==> src/rtl/tw_arb_pkg.sv <==
package tw_arb_pkg;

    typedef enum logic {
        CLS_CPU = 1'b0,
        CLS_DMA = 1'b1
    } cls_e;

    typedef enum logic [1:0] {
        MODE_HOLD     = 2'd0,
        MODE_SAME_WIN = 2'd1,
        MODE_RSVD     = 2'd2,
        MODE_ANY_WIN  = 2'd3
    } pmode_e;

    localparam int NCLS         = 2;
    localparam int CPU_IDX      = 0;
    localparam int DMA_IDX      = 1;
    localparam int REG_AW       = 2;
    localparam int REG_DW       = 32;
    localparam int CPU_MODE_LSB = 16;
    localparam int DMA_MODE_LSB = 0;

    localparam logic [REG_AW-1:0] ADDR_DMA_WIN = 2'd0;
    localparam logic [REG_AW-1:0] ADDR_CPU_WIN = 2'd1;
    localparam logic [REG_AW-1:0] ADDR_MODES   = 2'd2;

    function automatic cls_e other_cls(input cls_e c);
        return (c == CLS_CPU) ? CLS_DMA : CLS_CPU;
    endfunction

endpackage

==> src/rtl/tw_arb_regs.sv <==
module tw_arb_regs
    import tw_arb_pkg::*;
#(
    parameter int unsigned      WIN_W    = 16,
    parameter logic [WIN_W-1:0] WIN_RST  = 'h3F,
    parameter logic [1:0]       MODE_RST = 2'd1
) (
    input  logic                        clk,
    input  logic                        rst_n,
    input  logic                        we,
    input  logic [REG_AW-1:0]           addr,
    input  logic [REG_DW-1:0]           wdata,
    output logic [REG_DW-1:0]           rdata,
    output logic [NCLS-1:0][WIN_W-1:0]  win_size,
    output logic [NCLS-1:0][1:0]        mode
);

    typedef struct packed {
        logic [NCLS-1:0][WIN_W-1:0] size;
        logic [NCLS-1:0][1:0]       mode;
    } regs_t;

    regs_t r_d, r_q;

    always_comb begin
        r_d = r_q;
        if (we) begin
            case (addr)
                ADDR_DMA_WIN: r_d.size[DMA_IDX] = wdata[WIN_W-1:0];
                ADDR_CPU_WIN: r_d.size[CPU_IDX] = wdata[WIN_W-1:0];
                ADDR_MODES: begin
                    r_d.mode[CPU_IDX] = wdata[CPU_MODE_LSB +: 2];
                    r_d.mode[DMA_IDX] = wdata[DMA_MODE_LSB +: 2];
                end
                default: ;
            endcase
        end
    end

    always_comb begin
        rdata = '0;
        case (addr)
            ADDR_DMA_WIN: rdata[WIN_W-1:0] = r_q.size[DMA_IDX];
            ADDR_CPU_WIN: rdata[WIN_W-1:0] = r_q.size[CPU_IDX];
            ADDR_MODES: begin
                rdata[CPU_MODE_LSB +: 2] = r_q.mode[CPU_IDX];
                rdata[DMA_MODE_LSB +: 2] = r_q.mode[DMA_IDX];
            end
            default: ;
        endcase
    end

    always_ff @(posedge clk or negedge rst_n) begin
        if (!rst_n) begin
            r_q.size <= {NCLS{WIN_RST}};
            r_q.mode <= {NCLS{MODE_RST}};
        end else begin
            r_q <= r_d;
        end
    end

    assign win_size = r_q.size;
    assign mode     = r_q.mode;

endmodule

==> src/rtl/tw_arb_window.sv <==
module tw_arb_window
    import tw_arb_pkg::*;
#(
    parameter int unsigned      WIN_W   = 16,
    parameter logic [WIN_W-1:0] WIN_RST = 'h3F
) (
    input  logic                       clk,
    input  logic                       rst_n,
    input  logic [NCLS-1:0][WIN_W-1:0] win_size,
    output cls_e                       win_cls,
    output logic                       win_end
);

    typedef struct packed {
        cls_e             win;
        logic [WIN_W-1:0] cnt;
    } win_t;

    win_t w_d, w_q;

    always_comb begin
        w_d     = w_q;
        win_end = (w_q.cnt == '0);
        if (win_end) begin
            w_d.win = other_cls(w_q.win);
            w_d.cnt = win_size[w_d.win];
        end else begin
            w_d.cnt = w_q.cnt - 1'b1;
        end
    end

    always_ff @(posedge clk or negedge rst_n) begin
        if (!rst_n) begin
            w_q.win <= CLS_CPU;
            w_q.cnt <= WIN_RST;
        end else begin
            w_q <= w_d;
        end
    end

    assign win_cls = w_q.win;

endmodule

==> src/rtl/tw_arb_sched.sv <==
module tw_arb_sched
    import tw_arb_pkg::*;
#(
    parameter int unsigned BEAT_W = 4
) (
    input  logic                        clk,
    input  logic                        rst_n,
    input  logic [NCLS-1:0]             valid,
    input  logic [NCLS-1:0][BEAT_W-1:0] beats,
    input  logic [NCLS-1:0][1:0]        mode,
    input  cls_e                        win_cls,
    input  logic                        win_end,
    output logic [NCLS-1:0]             ready,
    output logic                        out_valid,
    output cls_e                        out_cls,
    output logic                        out_last
);

    typedef struct packed {
        logic [NCLS-1:0][BEAT_W-1:0] rem;
        logic [NCLS-1:0]             flag;
        cls_e                        cur;
    } sched_t;

    sched_t s_d, s_q;

    logic [NCLS-1:0] cut;
    logic            busy;
    logic            gnt_v;
    cls_e            gnt_c;
    logic            last;

    always_comb begin
        for (int i = 0; i < NCLS; i++) begin
            cut[i] = (int'(win_cls) != i) && valid[NCLS-1-i] &&
                     ((mode[i] == MODE_ANY_WIN) ||
                      ((mode[i] == MODE_SAME_WIN) && s_q.flag[i]));
        end

        busy = (s_q.rem[s_q.cur] != '0);
        if (busy && !cut[s_q.cur]) begin
            gnt_v = valid[s_q.cur];
            gnt_c = s_q.cur;
        end else if (busy) begin
            gnt_v = 1'b1;
            gnt_c = other_cls(s_q.cur);
        end else if (valid[win_cls]) begin
            gnt_v = 1'b1;
            gnt_c = win_cls;
        end else begin
            gnt_v = valid[other_cls(win_cls)];
            gnt_c = other_cls(win_cls);
        end

        s_d  = s_q;
        last = 1'b0;
        if (gnt_v) begin
            s_d.cur = gnt_c;
            if (s_q.rem[gnt_c] == '0) begin
                s_d.rem[gnt_c]  = beats[gnt_c];
                s_d.flag[gnt_c] = (gnt_c != win_cls);
                last            = (beats[gnt_c] == '0);
            end else begin
                s_d.rem[gnt_c]  = s_q.rem[gnt_c] - 1'b1;
                last            = (s_q.rem[gnt_c] == BEAT_W'(1));
            end
        end
        if (win_end) begin
            s_d.flag = '0;
        end
    end

    always_ff @(posedge clk or negedge rst_n) begin
        if (!rst_n) begin
            s_q.rem  <= '0;
            s_q.flag <= '0;
            s_q.cur  <= CLS_CPU;
        end else begin
            s_q <= s_d;
        end
    end

    for (genvar g = 0; g < NCLS; g++) begin : g_ready
        assign ready[g] = gnt_v && (int'(gnt_c) == g);
    end

    assign out_valid = gnt_v;
    assign out_cls   = gnt_c;
    assign out_last  = gnt_v && last;

endmodule

==> src/rtl/tw_arb.sv <==
module tw_arb
    import tw_arb_pkg::*;
#(
    parameter int unsigned      WIN_W    = 16,
    parameter int unsigned      BEAT_W   = 4,
    parameter logic [WIN_W-1:0] WIN_RST  = 'h3F,
    parameter logic [1:0]       MODE_RST = 2'd1
) (
    input  logic              clk,
    input  logic              rst_n,
    input  logic              cpu_valid,
    input  logic [BEAT_W-1:0] cpu_beats,
    output logic              cpu_ready,
    input  logic              dma_valid,
    input  logic [BEAT_W-1:0] dma_beats,
    output logic              dma_ready,
    output logic              out_valid,
    output logic              out_cls,
    output logic              out_last,
    input  logic              reg_we,
    input  logic [1:0]        reg_addr,
    input  logic [31:0]       reg_wdata,
    output logic [31:0]       reg_rdata
);

    logic [NCLS-1:0][WIN_W-1:0]  win_size;
    logic [NCLS-1:0][1:0]        mode_w;
    logic [NCLS-1:0]             valid_w;
    logic [NCLS-1:0]             ready_w;
    logic [NCLS-1:0][BEAT_W-1:0] beats_w;
    cls_e                        win_cls;
    logic                        win_end;
    cls_e                        cls_w;

    assign valid_w[CPU_IDX] = cpu_valid;
    assign valid_w[DMA_IDX] = dma_valid;
    assign beats_w[CPU_IDX] = cpu_beats;
    assign beats_w[DMA_IDX] = dma_beats;
    assign cpu_ready        = ready_w[CPU_IDX];
    assign dma_ready        = ready_w[DMA_IDX];
    assign out_cls          = cls_w;

    tw_arb_regs #(
        .WIN_W    (WIN_W),
        .WIN_RST  (WIN_RST),
        .MODE_RST (MODE_RST)
    ) u_regs (
        .clk      (clk),
        .rst_n    (rst_n),
        .we       (reg_we),
        .addr     (reg_addr),
        .wdata    (reg_wdata),
        .rdata    (reg_rdata),
        .win_size (win_size),
        .mode     (mode_w)
    );

    tw_arb_window #(
        .WIN_W   (WIN_W),
        .WIN_RST (WIN_RST)
    ) u_window (
        .clk      (clk),
        .rst_n    (rst_n),
        .win_size (win_size),
        .win_cls  (win_cls),
        .win_end  (win_end)
    );

    tw_arb_sched #(
        .BEAT_W (BEAT_W)
    ) u_sched (
        .clk       (clk),
        .rst_n     (rst_n),
        .valid     (valid_w),
        .beats     (beats_w),
        .mode      (mode_w),
        .win_cls   (win_cls),
        .win_end   (win_end),
        .ready     (ready_w),
        .out_valid (out_valid),
        .out_cls   (cls_w),
        .out_last  (out_last)
    );

endmodule

==> config.mk <==
export PLATFORM = sky130hd
export DESIGN_NAME = tw_arb
export DESIGN_NICKNAME = d
export VERILOG_FILES = /design/src/rtl/tw_arb_pkg.sv /design/src/rtl/tw_arb_regs.sv /design/src/rtl/tw_arb_window.sv /design/src/rtl/tw_arb_sched.sv /design/src/rtl/tw_arb.sv
export SDC_FILE = /design/constraint.sdc
export NUM_CORES = 1
export LEC_CHECK = 0
export ABC_AREA = 0
export BUFFER_PORTS_ARGS = -buffer_cell sky130_fd_sc_hd__buf_2
export CAP_MARGIN = 15
export CORE_ASPECT_RATIO = 0.75
export CORE_MARGIN = 1
export CORE_UTILIZATION = 54
export CTS_BUF_LIST = sky130_fd_sc_hd__clkbuf_4 sky130_fd_sc_hd__clkbuf_8 sky130_fd_sc_hd__clkbuf_16
export CTS_CLUSTER_DIAMETER = 30
export DETAILED_ROUTE_END_ITERATION = 16
export GPL_TIMING_DRIVEN = 0
export HOLD_SLACK_MARGIN = 0.06
export PLACE_DENSITY = 0.88
export SYNTH_ARGS = -nofsm -noshare
export SYNTH_HDL_FRONTEND = slang
export SYNTH_SLANG_ARGS = --single-unit
==> constraint.sdc <==
create_clock -name clk -period 2.55 [get_ports clk]
set_clock_uncertainty 0.05 [all_clocks]
set_input_delay 0.255 -clock clk [delete_from_list [all_inputs] [get_ports clk]]
set_output_delay 0.255 -clock clk [all_outputs]
set_load 0.01 [all_outputs]
### Word level (Yosys, flattened, before mapping)

Cells that the tools add are included.

| storage, ports and cells | value |
|---|---|
| bits in registers | 64 |
| latch bits | 0 |
| bits in writable memories | 0 |
| bits in read-only memories | 0 |
| input bits | 47 |
| output and inout bits | 37 |
| word-level logic and storage cells | 93 |
| memories kept | 0 |

| operators by class | value |
|---|---|
| add/sub/neg operators | 2 |
| $mul | 0 |
| div/mod/pow operators | 0 |
| order comparisons | 5 |
| eq/ne operators | 8 |
| shift-type cells | 0 |
| multiplexer cells | 41 |
| bitwise logic cells | 2 |
| reduce and logical (&&, ||, !) cells | 25 |

Operators by type and width:

| kind | number |
|---|---|
| $mux 16 | 3 |
| $mux 4 | 7 |
| $pmux 14 s2 | 1 |
| $mux 1 | 19 |
| $bwmux 8 | 2 |
| $logic_not 16->1 | 1 |
| $sub 16x1->16 const B | 1 |
| $logic_and 1x1->1 | 11 |
| $logic_not 4->1 | 2 |
| $lt 1x2->1 const B | 4 |
| $mux 8 | 1 |
| $reduce_and 2->1 | 4 |
| $eq 2x1->1 const B | 3 |
| $eq 2x2->1 const B | 3 |
| $mux 2 | 3 |
| $pmux 2 s3 | 1 |
| $demux 4 s1 | 1 |
| $eq 4x1->1 const B | 1 |
| $reduce_bool 2->1 | 2 |
| $reduce_bool 4->1 | 1 |
| $sub 4x1->4 const B | 1 |
| $mux 3 | 1 |
| $bwmux 2 | 1 |
| $logic_not 2->1 | 1 |
| 6 further kinds | 8 |

### Longest topological paths before layout

| depth | value |
|---|---|
| word-level depth | 17 |
| mapped depth | 8 |

### Cells and area by module

Synthesis repeated with hierarchy kept, for this count alone.

| unflattened totals | value |
|---|---|
| cell total of the unflattened synthesis | 341 |
| area total of the unflattened synthesis | 3916.3 um^2 |

By module, submodules not included:

| module | instances | cells each | area an instance (um^2) |
|---|---|---|---|
| tw_arb_regs | 1 | 131 | 1821.7 |
| tw_arb_window | 1 | 103 | 1166.1 |
| tw_arb_sched | 1 | 107 | 928.4 |

### Worst setup path after synthesis

Ideal clock, no wire load.

| path | value |
|---|---|
| kind | reg2reg |
| from | reg u_window.w_q[0] (netlist bit) |
| to | reg u_window.w_q, in the netlist u_window.win_cls |
| setup time | 0.136 ns |
| arrival | 1.873 ns |
| setup slack | 0.491 ns |
| cell stages (with the launch flop) | 8 |
| path buffers | 1 |
| clock period less this slack | 2.059 ns |
| cells stage by stage | dfstp_2 inv_1 ha_1 or4b_4 nor4_4 nand2_2 buf_2 xnor2_1 |

| on the way | value |
|---|---|
| cells in the longest elaborated chain, start to end | 1 |

RTL lines:

| element | RTL line | source |
|---|---|---|
| start: declaration | tw_arb_window.sv:19 | `win_t w_d, w_q;` |
| start signal: assignment | tw_arb_window.sv:37 | `w_q <= w_d;` |
| $logic_not 16->1 | tw_arb_window.sv:23 | `win_end = (w_q.cnt == '0);` |

Every way passes these cells.
A chain may end at the register's enable or synchronous reset.

### Worst setup path in the final report

| path | value |
|---|---|
| from | reg u_sched.s_q[6] (netlist bit) |
| to | out out_last |

| on the way | value |
|---|---|
| cells in the longest elaborated chain, start to end | 11 |

RTL lines:

| element | RTL line | source |
|---|---|---|
| start: declaration | tw_arb_sched.sv:25 | `sched_t s_d, s_q;` |
| $mux 4 (not written as such) (2 in a row) | tw_arb_sched.sv:40 | `busy = (s_q.rem[s_q.cur] != '0);` |
| $reduce_bool 4->1 | tw_arb_sched.sv:40 |  |
| $mux 1 / $logic_and 1x1->1 (equally long branches) | tw_arb_sched.sv:44, tw_arb_sched.sv:41 |  |
| $mux 1 | tw_arb_sched.sv:41 | `if (busy && !cut[s_q.cur]) begin` |
| $mux 4, on equally long branches (2 in a row) | tw_arb_sched.sv:59, tw_arb_sched.sv:65, tw_arb_sched.sv:62 |  |
| $eq 4x1->1 (tied with other cells) | tw_arb_sched.sv:65 | `last = (s_q.rem[gnt_c] == BEAT_W'(1));` |
| $mux 1 | tw_arb_sched.sv:59 | `if (s_q.rem[gnt_c] == '0) begin` |
| $mux 1 | tw_arb_sched.sv:57 | `if (gnt_v) begin` |
| $logic_and 1x1->1 * | tw_arb_sched.sv:89 | `assign out_last = gnt_v && last;` |
| end: declaration | tw_arb.sv:19 | `output logic out_last,` |

Mark *: on every way between the ends. The rest lies on a longest branch, timed or not. The select of a mux whose other input is x is not followed.

==> flow_metrics.py <==
metrics = {
    "power_and_ir_drop": {
        "intPower_uw": 2440,
        "irDropWorstVdd_uv": 539,
        "seqPwrFrac_pct": 43.8,
        "comb_power_share_pct": 36.4,
        "power_switching_uw": 1600,
        "sw_frac_of_total_pct": 39.6,
        "pwr-share-clk_pct": 19.9,
        "cellPowerDensity_mw_per_mm2": 933,
        "p_leak_uw": 0.00194,
    },
    "synthesis": {
        "synth_cells": 330,
        "synth-async-reset-ratio_pct": 100,
        "ys.flop_type": "dfrtp_1",
        "yosysWarnings": 0,
        "synth_cell_type_count": 56,
        "ys_seq_area_share_pct": 44.9,
        "synth_top_area_share_pct": 30.4,
        "ys_seq_elements": 64,
        "synth-edff-count": 0,
        "syn_area_mm2": 0.00362,
        "yosysTopAreaCell": "dfrtp_1",
        "synthTopCellsByArea": "dfrtp_1 30%, dfstp_2 15%, mux2_2 12%",
        "avgSynthCellArea_um2": 11.0,
    },
    "route": {
        "avgViaCountPerCell": 5.91,
        "routed_wl_um": 8590,
        "vias": 2951,
        "routedWlPerCell_um": 17.2,
        "postRouteAntennaNets": 0,
        "drt_first_pass_iters": 5,
        "drcViolationCount": 0,
        "first_iter_violations": 191,
    },
    "global_route": {
        "antenna_found_initial": 0,
        "grt_max_degree": 34,
        "grtUsageTotal_pct": 25.4,
        "grt_pass1_wl_um": 13300,
        "grt_pass1_vias": 2705,
        "gr-total-overflow": 0,
    },
    "floorplan": {
        "core-area_mm2": 0.00638,
        "die_w_um": 96.6,
        "core.rowCount": 25,
        "initial_utilization_pct": 56.8,
        "die_height_um": 72.9,
        "boundaryPins": 84,
        "fp.dieArea_mm2": 0.00704,
    },
    "finish": {
        "n_fill_cell": 479,
        "synthToLayoutAreaGrowth_pct": 19.5,
        "drive_gt1_share_pct": 40.9,
        "diodes": 0,
        "nNetsFinal": 461,
        "finalNonFillerCells": 499,
    },
    "place": {
        "io_buffers": 55,
        "dp_hpwl_um": 6020,
        "place_congestion": 0.801,
        "dp_slack_ns": 0.179,
        "placed_cells": 480,
    },
    "critical_path": {
        "cp_data_arrival_time_ns": 2.18,
        "cp_cell_sequence": "nor4_4, o211ai_1, o311ai_4, o21ai_0, a21oi_1, buf_2",
        "crit_type": "reg -> out",
        "slowest_delay_ns": 0.46,
        "required_ns": 2.25,
        "cp_max_fo": 8,
        "cp-end-kind": "primary output",
        "worst_path_max_delay_cell": "dfrtp_1",
        "worst_setup_path_start_kind": "flip-flop",
        "worst-r2r-cell-count": 7,
    },
    "sta": {
        "worst_pin_slew_ns": 0.798,
        "period_needed_ns": 2.48,
        "fin_crit_sh_pct": 97.4,
        "grt_setup_unrepaired": "true",
        "fin_tns_setup_ns": 0,
        "worst_slew_margin_rel_pct": 46.8,
        "finalSetupViolCount": 0,
        "hold_violations": 0,
        "slew_violations": 0,
        "timing.fmax_mhz": 403,
        "setup_ws_ns": 0.0658,
    },
    "clock_network": {
        "h-tree-depth": 3,
        "clockRootBuffer": "clkbuf_8",
        "clock_latency_ns": 0.35,
        "cts.path.max_buffers": 2,
        "cts_tree": "built",
        "numCtsBuffers": 9,
        "clk_pin_slew_ns": 0.07,
        "clock_sinks": 64,
    },
    "status": {
        "status": "completed",
    },
    "hold_path": {
        "hold_depth": 2,
        "hold_path.class": "in -> reg",
    },
    "job": {
        "drv_cap": 0,
    },
}
-- layer usage --
metal	vias up	GRT usage (%)	routed length (um)
met3	21	7.50	607
met5	-	0	0
met1	1453	33.0	3690
met2	124	41.2	4150
met4	0	7.84	138
li1	1353	-	-
-- metrics by stage --
| stage | total power [uW] | utilization, % | cell area, um2 | hold slack [ns] |
|---|---|---|---|---|
| finish | 4040 | 67.8 | 4330 | 0.0912 |
| detailed placement | 3110 | 63.7 | 4070 | 0.306 |
| global placement | 3020 | 63.4 | 4050 | 0.438 |
| CTS | 3960 | 67.3 | 4290 | 0.0937 |
| global route | 4240 | 67.8 | 4330 | 0.0941 |
| floorplan | 2690 | - | 3670 | -0.0906 |
-- synth_stat cells (2+ instances only) --
| master | n |
|---|---|
| o21ai_0 | 10 |
| nor4_4 | 2 |
| nor2_1 | 29 |
| or4_4 | 2 |
| a31oi_1 | 2 |
| and2_1 | 2 |
| mux2_2 | 37 |
| mux2i_1 | 29 |
| or4_1 | 3 |
| o31ai_1 | 3 |
| o21ai_1 | 4 |
| nor3_1 | 7 |
| a211oi_1 | 10 |
| o2111ai_1 | 2 |
| a21o_1 | 2 |
| nor3_2 | 3 |
| inv_1 | 7 |
| or3_1 | 4 |
| dfstp_2 | 20 |
| buf_1 | 2 |
| or2_2 | 2 |
| clkbuf_1 | 7 |
| dfrtp_1 | 44 |
| mux2_1 | 5 |
| xor2_1 | 3 |
| o211ai_1 | 3 |
| nand2_1 | 12 |
| o21a_1 | 2 |
| buf_4 | 14 |
| xnor2_1 | 5 |
| buf_2 | 3 |
| nand4_1 | 2 |
| a21oi_1 | 9 |
| a21oi_2 | 2 |
| nor4_1 | 4 |
| nor2b_1 | 13 |
-- power groups by stage --
stage	Combinational (uW)	Sequential [uW]	Clock (uW)
after floorplan	1050	1640	0
after global placement	1330	1690	0
after detailed placement	1380	1730	0
after CTS	1430	1730	802
after global routing	1600	1800	833
final	1470	1770	803
-- sequential cells by signal (all words and copies together) (netlist names) --
register,flops
u_regs.win_size,32
u_window.w_q,16
u_sched.s_q,11
u_regs.mode,4
u_window.win_cls,1
-- critical path: cells and delay by family, from the launching register on --
kind            cells  cell delay [ns]
flops               1             0.46
simple gates        1             0.46
compound gates      4             0.76
buf+inv             1             0.14
-- area by class of cell --
type | instances | area, um2 | area share, %
inverter | 8 | 30.0 | 0.694
clock inverter | 7 | 53.8 | 1.24
clock buffer | 9 | 124 | 2.86
tap | 81 | 101 | 2.34
timing repair buffer | 60 | 328 | 7.57
buffer | 26 | 163 | 3.76
multi-input combinational | 244 | 1900 | 43.9
sequential | 64 | 1630 | 37.6
-- path summary, 6_finish.rpt --
path | startpoint | to | slack, ns
min in group asynchronous | rst_n | u_sched.s_q[7] | 0.45
setup / recovery | u_sched.s_q[6] | out_last | 0.07
setup reg to reg | u_window.w_q[0] | u_window.w_q[13] | 0.16
hold / removal | reg_wdata[16] | u_regs.mode[0] | 0.09
max in group asynchronous | rst_n | u_window.w_q[3] | 1.30
hold reg to reg | u_window.w_q[4] | u_window.w_q[4] | 0.47
-- layout by cell type (no fill, tap or decap), types with 3 or more instances in the layout --
cell type / count
a211oi_1: 10
a21oi_1: 9
buf_2: 58
buf_4: 17
clkbuf_1: 5
clkbuf_8: 9
conb_1: 14
dfrtp_1: 44
dfstp_2: 20
inv_1: 7
inv_6: 3
mux2_1: 5
mux2_2: 37
mux2i_1: 29
nand2_1: 12
nor2_1: 29
nor2b_1: 12
nor3_1: 7
nor3_4: 3
nor4_1: 3
nor4_4: 3
o211ai_1: 3
o21ai_0: 10
o21ai_1: 4
o31ai_1: 3
or3_1: 4
or4_1: 3
xnor2_1: 5
xor2_1: 3
-- what timing repair did --
item,4_1_cts,5_1_grt
gates resized for setup,4,6
hold endpoints to repair,21,0
hold buffers,1,0
buffers inserted,2,1
pin swaps,1,3
setup endpoints to repair,2,4
-- logic make-up (layout without fill, tap and decap cells) --
logic type | Yosys count | after routing | synth area share (%)
XOR/XNOR | 8 | 8 | 1.93
AO/OA/AOI/OAI | 59 | 59 | 11.4
multiplexers | 71 | 71 | 21.1
AND/OR/NAND/NOR | 91 | 91 | 14.8
other | 1 | 14 | 0.104
buffers and inverters | 35 | 110 | 5.39
flip-flops | 64 | 64 | 44.9
adder cells (fa/ha/maj) | 1 | 1 | 0.345
Note: power is estimated with default switching activity, not from simulation.
